==> src/rtl/pwm_rate_pkg.sv <==
package pwm_rate_pkg;

  localparam int unsigned PR_NUM_CH  = 2;
  localparam int unsigned PR_DUTY_W  = 6;
  localparam int unsigned PR_RATE_W  = 4;
  localparam int unsigned PR_DATA_W  = 8;
  localparam int unsigned PR_ADDR_W  = $clog2(PR_NUM_CH + 1);

  // Settings one channel runs with during a period
  typedef struct packed {
    logic                 invert;
    logic [PR_DUTY_W-1:0] duty;
    logic [PR_RATE_W-1:0] rate;
  } chan_cfg_t;

endpackage

==> src/rtl/pwm_rate_timebase.sv <==
module pwm_rate_timebase #(
  parameter int unsigned CNT_W   = pwm_rate_pkg::PR_DUTY_W,
  parameter int unsigned FRAME_W = pwm_rate_pkg::PR_RATE_W
) (
  input  logic               clk,
  input  logic               rst_n,
  output logic [CNT_W-1:0]   cnt,
  output logic [FRAME_W-1:0] frame,
  output logic               period_last
);

  logic [CNT_W-1:0]   cnt_q, cnt_d;
  logic [FRAME_W-1:0] frame_q, frame_d;
  logic               frame_en;

  assign period_last = (cnt_q == {CNT_W{1'b1}});
  assign frame_en    = period_last;

  always_comb begin
    cnt_d   = cnt_q + 1'b1;
    frame_d = frame_q;
    if (frame_en) begin
      frame_d = frame_q + 1'b1;
    end
  end

  always_ff @(posedge clk or negedge rst_n) begin
    if (!rst_n) begin
      cnt_q   <= '0;
      frame_q <= '0;
    end else begin
      cnt_q   <= cnt_d;
      frame_q <= frame_d;
    end
  end

  assign cnt   = cnt_q;
  assign frame = frame_q;

  AST_FRAME_STEP: assert property (@(posedge clk) disable iff (!rst_n)
    (cnt_q == {CNT_W{1'b1}}) |=> (cnt_q == '0) && (frame_q == FRAME_W'($past(frame_q) + 1'b1)))
    else $error("frame did not advance on wrap");

  AST_FRAME_HOLD: assert property (@(posedge clk) disable iff (!rst_n)
    (cnt_q != {CNT_W{1'b1}}) |=> $stable(frame_q))
    else $error("frame moved mid-period");

endmodule

==> src/rtl/pwm_rate_regs.sv <==
module pwm_rate_regs
  import pwm_rate_pkg::*;
#(
  parameter int unsigned NUM_CH = PR_NUM_CH,
  parameter int unsigned DATA_W = PR_DATA_W,
  parameter int unsigned ADDR_W = PR_ADDR_W
) (
  input  logic                         clk,
  input  logic                         rst_n,
  input  logic                         wr_en,
  input  logic [ADDR_W-1:0]            wr_addr,
  input  logic [DATA_W-1:0]            wr_data,
  input  logic                         period_last,
  output chan_cfg_t [NUM_CH-1:0]       act_cfg
);

  localparam int unsigned RATE_BITS = NUM_CH * PR_RATE_W;
  localparam int unsigned INV_BIT   = DATA_W - 1;

  // Staged control bytes: invert flag and duty per channel
  logic [NUM_CH-1:0]                  inv_q, inv_d;
  logic [NUM_CH-1:0][PR_DUTY_W-1:0]   duty_q, duty_d;
  logic [RATE_BITS-1:0]               rate_q, rate_d;
  chan_cfg_t [NUM_CH-1:0]             act_q, act_d;
  logic                               load_en;

  assign load_en = period_last;

  always_comb begin
    inv_d  = inv_q;
    duty_d = duty_q;
    rate_d = rate_q;
    if (wr_en) begin
      for (int c = 0; c < NUM_CH; c++) begin
        if (wr_addr == ADDR_W'(c)) begin
          inv_d[c]  = wr_data[INV_BIT];
          duty_d[c] = wr_data[PR_DUTY_W-1:0];
        end
      end
      if (wr_addr == ADDR_W'(NUM_CH)) begin
        rate_d = wr_data[RATE_BITS-1:0];
      end
    end
  end

  always_comb begin
    act_d = act_q;
    if (load_en) begin
      for (int c = 0; c < NUM_CH; c++) begin
        act_d[c].invert = inv_q[c];
        act_d[c].duty   = duty_q[c];
        act_d[c].rate   = rate_q[c*PR_RATE_W +: PR_RATE_W];
      end
    end
  end

  always_ff @(posedge clk or negedge rst_n) begin
    if (!rst_n) begin
      inv_q  <= '0;
      duty_q <= '0;
      rate_q <= '0;
      act_q  <= '0;
    end else begin
      inv_q  <= inv_d;
      duty_q <= duty_d;
      rate_q <= rate_d;
      act_q  <= act_d;
    end
  end

  assign act_cfg = act_q;

  AST_HOLD_MIDPERIOD: assert property (@(posedge clk) disable iff (!rst_n)
    !period_last |=> $stable(act_q))
    else $error("active settings changed mid-period");

endmodule

==> src/rtl/pwm_rate_chan.sv <==
module pwm_rate_chan
  import pwm_rate_pkg::*;
#(
  parameter int unsigned CNT_W  = PR_DUTY_W,
  parameter int unsigned RATE_W = PR_RATE_W
) (
  input  logic              clk,
  input  logic              rst_n,
  input  chan_cfg_t         cfg,
  input  logic [CNT_W-1:0]  cnt,
  input  logic [RATE_W-1:0] frame,
  output logic              pin
);

  // owner[b] marks frame positions that rate bit b lengthens.
  // Bit b owns 2^b positions; the sets are disjoint and interleaved.
  logic [RATE_W-1:0] owner;
  logic              stretch;
  logic [CNT_W:0]    thresh;
  logic              level;
  logic              pin_q, pin_d;

  for (genvar j = 0; j < RATE_W; j++) begin : g_owner
    if (j == 0) begin : g_lsb
      assign owner[RATE_W-1] = frame[0];
    end else begin : g_upper
      assign owner[RATE_W-1-j] = frame[j] && (frame[j-1:0] == '0);
    end
  end

  assign stretch = |(owner & cfg.rate);
  assign thresh  = {1'b0, cfg.duty} + {{CNT_W{1'b0}}, stretch};
  assign level   = ({1'b0, cnt} < thresh);

  always_comb begin
    pin_d = level ^ cfg.invert;
  end

  always_ff @(posedge clk or negedge rst_n) begin
    if (!rst_n) begin
      pin_q <= 1'b0;
    end else begin
      pin_q <= pin_d;
    end
  end

  assign pin = pin_q;

  AST_OWNER_DISJOINT: assert property (@(posedge clk) disable iff (!rst_n)
    $onehot0(owner))
    else $error("frame position owned by two rate bits");

  AST_OUT_IDLE: assert property (@(posedge clk) disable iff (!rst_n)
    (cfg.duty == '0 && cfg.rate == '0 && !cfg.invert) |=> !pin_q)
    else $error("idle channel drove high");

endmodule

==> src/rtl/pwm_rate_dac.sv <==
module pwm_rate_dac
  import pwm_rate_pkg::*;
#(
  parameter int unsigned NUM_CH = PR_NUM_CH,
  parameter int unsigned DATA_W = PR_DATA_W,
  parameter int unsigned ADDR_W = PR_ADDR_W
) (
  input  logic              clk,
  input  logic              rst_n,
  input  logic              wr_en,
  input  logic [ADDR_W-1:0] wr_addr,
  input  logic [DATA_W-1:0] wr_data,
  output logic [NUM_CH-1:0] dac_out
);

  localparam int unsigned CNT_W   = PR_DUTY_W;
  localparam int unsigned FRAME_W = PR_RATE_W;

  logic [CNT_W-1:0]       cnt;
  logic [FRAME_W-1:0]     frame;
  logic                   period_last;
  chan_cfg_t [NUM_CH-1:0] act_cfg;

  pwm_rate_timebase #(
    .CNT_W   (CNT_W),
    .FRAME_W (FRAME_W)
  ) u_timebase (
    .clk         (clk),
    .rst_n       (rst_n),
    .cnt         (cnt),
    .frame       (frame),
    .period_last (period_last)
  );

  pwm_rate_regs #(
    .NUM_CH (NUM_CH),
    .DATA_W (DATA_W),
    .ADDR_W (ADDR_W)
  ) u_regs (
    .clk         (clk),
    .rst_n       (rst_n),
    .wr_en       (wr_en),
    .wr_addr     (wr_addr),
    .wr_data     (wr_data),
    .period_last (period_last),
    .act_cfg     (act_cfg)
  );

  for (genvar c = 0; c < NUM_CH; c++) begin : g_chan
    pwm_rate_chan #(
      .CNT_W  (CNT_W),
      .RATE_W (FRAME_W)
    ) u_chan (
      .clk   (clk),
      .rst_n (rst_n),
      .cfg   (act_cfg[c]),
      .cnt   (cnt),
      .frame (frame),
      .pin   (dac_out[c])
    );
  end

endmodule

==> config.mk <==
export PLATFORM = sky130hd
export DESIGN_NAME = pwm_rate_dac
export DESIGN_NICKNAME = d
export VERILOG_FILES = /design/src/rtl/pwm_rate_pkg.sv /design/src/rtl/pwm_rate_timebase.sv /design/src/rtl/pwm_rate_regs.sv /design/src/rtl/pwm_rate_chan.sv /design/src/rtl/pwm_rate_dac.sv
export SDC_FILE = /design/constraint.sdc
export NUM_CORES = 1
export LEC_CHECK = 0
export ABC_CLOCK_PERIOD_IN_PS = 4000
export CORE_MARGIN = 5
export CORE_UTILIZATION = 45
export CTS_CLUSTER_DIAMETER = 120
export DETAILED_ROUTE_END_ITERATION = 8
export PLACE_DENSITY_LB_ADDON = 0.3
export SETUP_SLACK_MARGIN = 0.5
export SLEW_MARGIN = 30
export SYNTH_ARGS = -nofsm -noshare
export SYNTH_HDL_FRONTEND = slang
export SYNTH_SLANG_ARGS = --single-unit
==> constraint.sdc <==
create_clock -name clk -period 4 [get_ports clk]
set_clock_uncertainty 0.2 [all_clocks]
set_input_delay 0.4 -clock clk [delete_from_list [all_inputs] [get_ports clk]]
set_output_delay 0.4 -clock clk [all_outputs]
set_load 0.1 [all_outputs]
==> summary.txt <==
Route
  – WL met2: 2200 µm
  – Number of DRC markers in iteration 0: 64
  – Detailed Route WL: about 4700 µm
  – Routed vias: between 1500 and 2000
  – Via/cell ratio: 5.22
  – Drc violations: 0
  – Drt first pass iters: 4
  – Post-Route M1 WL: 2320 µm
  – Top routing layer used: met4
  – Met3 wire len: 162 µm
  – Routed len/inst: 15.9 µm
  – Post-DRT Antenna Nets: 0

Pwr
  – Power Dens Cells: 333 nW/µm²
  – Worst vdd ir: 0.308 mV
  – LEAKAGE: 0.00146 µW
  – Tot Pwr: 1030 µW

Floorplan
  – Io pins: 15
  – Core area: 5960 µm²
  – Row count: 28
  – Initial Utilization: a little under half
  – Die area: approximately 7900 µm²
  – Die Y: 88.6 µm
  – Die Wd: just under 90 µm

Global routing
  – Overall routing resource usage: ~14%
  – Initial antenna violation count: 0
  – Largest net degree at the start of global routing: 31
  – First-pass GRT wire length: between 8000 and 9000 µm
  – Vias in the first global route: 1678
  – Total gr overflow: 0

Timing
  – Setup TNS: 0 ns
  – Slew margin rel.: a little over a third
  – Smallest hold slack: 0.268 ns
  – Worst-margin pin slew: 0.977 ns
  – Final setup viols: 0
  – Fin crit period: 3.11 ns
  – Final hold vios: 0
  – Fmax: 322 MHz
  – Final clock period utilization by the worst path: about 78%
  – Unrepaired setup endpoints after global routing: false
  – Final Slew Violations: 0

Layout
  – Synth-to-Final Area Change: 10.9%
  – Antenna diode count: 0
  – Share of cells above drive strength 1: 25.9%
  – Fin cells: 299
  – Fillers: 529
  – Final Net Count: around 260

Placement
  – Detailed Place HPWL: 3470 µm
  – Placed insts: 290
  – Quantity of I/O buffers inserted on ports: 14
  – Placer Congestion: between 0.6 and 0.7

Critical path
  – CP dominant cell by count: ha_1
  – Worst EP arrival: ~3.1 ns
  – Buf/Inv on CP: 2
  – Worst Path Max Fanout: 6
  – Delay-heaviest family, CP: adder cells
  – CP Data Required Time: roughly 4.0 ns
  – Critical path's largest stage delay: 0.46 ns
  – Slowest cell on crit path: dfrtp_1
  – Startpoint types: register
  – Critical-path cell list: inv_1 -> ha_1 -> a222oi_1 -> inv_1 -> ha_1 -> ha_1 -> nand3_1 -> xor2_1 -> ha_1 -> a21o_1 -> a211oi_1 -> o21ai_0 -> nor3b_1
  – Kind of critical path: register to register
  – Worst Setup End Kind: register

Clocking
  – Clock sinks: 56
  – Post-CTS Hold Fix Bufs: 1
  – Total CTS buffers: 5
  – Number of gates resized after CTS: 0
  – CTS Buffer Depth: 2
  – Clock transition at path regs: 0.11 ns
  – Postcts setup bufs: 0
  – Root buf cell: clkbuf_8
  – Clk_lat worst skew: 0.31 ns
  – H-tree level count: 2
  – CTS tree: yes

Synth
  – Synth area leaders: dfrtp_1 50%, mux2_2 11%, mux2_4 9.2%
  – Yosys reg bits: between 50 and 60
  – Syn Inst Count: 204
  – Yosys top cell by area: dfrtp_1
  – Mean post-synth cell area: around 14 µm²
  – Yosys warns: 0
  – Synthesized cell area: 2780 µm²
  – Sequential-to-total area share from yosys stat: 50.4%
  – Syn_nets: 237
  – Yosys top cell area share: 50.4%
  – Unique masters post-synth: 30

Outcome
  – Outcome: finished clean

Min path
  – HP Class: register to register

Run
  – Max-cap violations: 0
-- cells by family (layout without fill, tap and decap cells) --
| kind of cell | after synthesis | after routing | synth area share [%] |
|---|---|---|---|
| simple gates | 32 | 32 | 6.79 |
| mux | 45 | 45 | 20.5 |
| compound gates | 22 | 22 | 5.94 |
| flops | 56 | 56 | 50.4 |
| buf+inv | 14 | 34 | 2.70 |
| xor+xnor | 15 | 15 | 4.72 |
| fa+ha+maj | 20 | 20 | 8.99 |
-- power by group --
group	switching, µW	internal, µW
Sequential	19.6	608
Combinational	29.6	46.0
Clock	195	128
-- through the flow --
step	utilization, %	cell area [µm²]	setup slack [ns]
2_1_floorplan	-	2780	1.12
3_3_place_gp	50.1	2980	0.939
3_5_place_dp	50.1	2980	0.882
4_1_cts	51.8	3090	0.864
5_1_grt	51.8	3090	0.622
6_report	51.8	3090	0.890
-- sequential cells by signal, indices dropped and copies added, names as in the netlist --
name / count
u_regs.act_cfg: 22
u_regs.duty_q: 12
u_regs.rate_q: 8
u_timebase.cnt: 6
u_timebase.frame: 4
g_chan.u_chan.pin: 2
u_regs.inv_q: 2
-- metal layers --
layer  vias up  track usage (%)
met5         -                0
met1       768             19.6
li1        767                -
met2        19             22.1
met4         0             4.95
met3         6             3.72
-- cells in the mapped netlist --
library cell	n
dfrtp_1	56
mux2_2	28
ha_1	20
mux2_4	17
nand3_1	11
inv_1	10
xor2_1	9
xnor2_1	6
a21o_1	4
nand2_1	4
o21ai_0	4
nor2_1	3
a211oi_1	2
a222oi_1	2
a22o_1	2
a31oi_1	2
and3_1	2
buf_4	2
buf_6	2
nand2b_1	2
nand3b_1	2
nor3_1	2
nor3b_1	2
o2111ai_1	2
o211ai_1	2
o311ai_0	2
nand3_4	1
nor2_2	1
nor2b_1	1
nor3b_2	1
-- cell type report --
class / count / area (µm²) / share of cell area [%]
Sequential cell: 56 / 1400 / 45.4
Multi-Input combinational cell: 134 / 1310 / 42.3
Clock inverter: 3 / 25.0 / 0.811
Inverter: 10 / 37.5 / 1.22
Tap cell: 75 / 93.8 / 3.04
Timing Repair Buffer: 16 / 153 / 4.95
Clock buffer: 5 / 68.8 / 2.23
-- cells in the final DEF, fill, tap and decap left out --
cell,count
and3_1,2
nor2_1,3
mux2_4,17
xor2_1,9
o311ai_0,2
nand2_1,4
nor3b_2,1
ha_1,20
buf_2,1
mux2_2,28
buf_4,1
o2111ai_1,2
nand3_4,1
clkinvlp_4,1
inv_1,10
nor3_1,2
a222oi_1,2
a21o_1,4
a22o_1,2
o211ai_1,2
nand2b_1,2
nand3b_1,2
xnor2_1,6
nor2b_1,1
inv_6,2
nor2_2,1
o21ai_0,4
nor3b_1,2
clkbuf_8,5
dlygate4sd3_1,1
nand3_1,11
a31oi_1,2
a211oi_1,2
dfrtp_1,56
clkdlybuf4s50_1,13
-- worst paths after layout --
kind	start	cells past startpoint	slack (ns)	endpoint
setup / recovery	u_timebase.frame[0]	13	0.89	g_chan[0].u_chan.pin
hold / removal	u_timebase.frame[3]	1	0.27	u_timebase.frame[3]
setup reg to reg	u_timebase.frame[0]	13	0.89	g_chan[0].u_chan.pin
hold reg to reg	u_timebase.frame[3]	1	0.27	u_timebase.frame[3]
max in group asynchronous	rst_n	3	2.35	u_regs.act_cfg[3]
min in group asynchronous	rst_n	2	0.45	u_regs.act_cfg[18]
No activity file was read; power rests on OpenSTA's default activity.
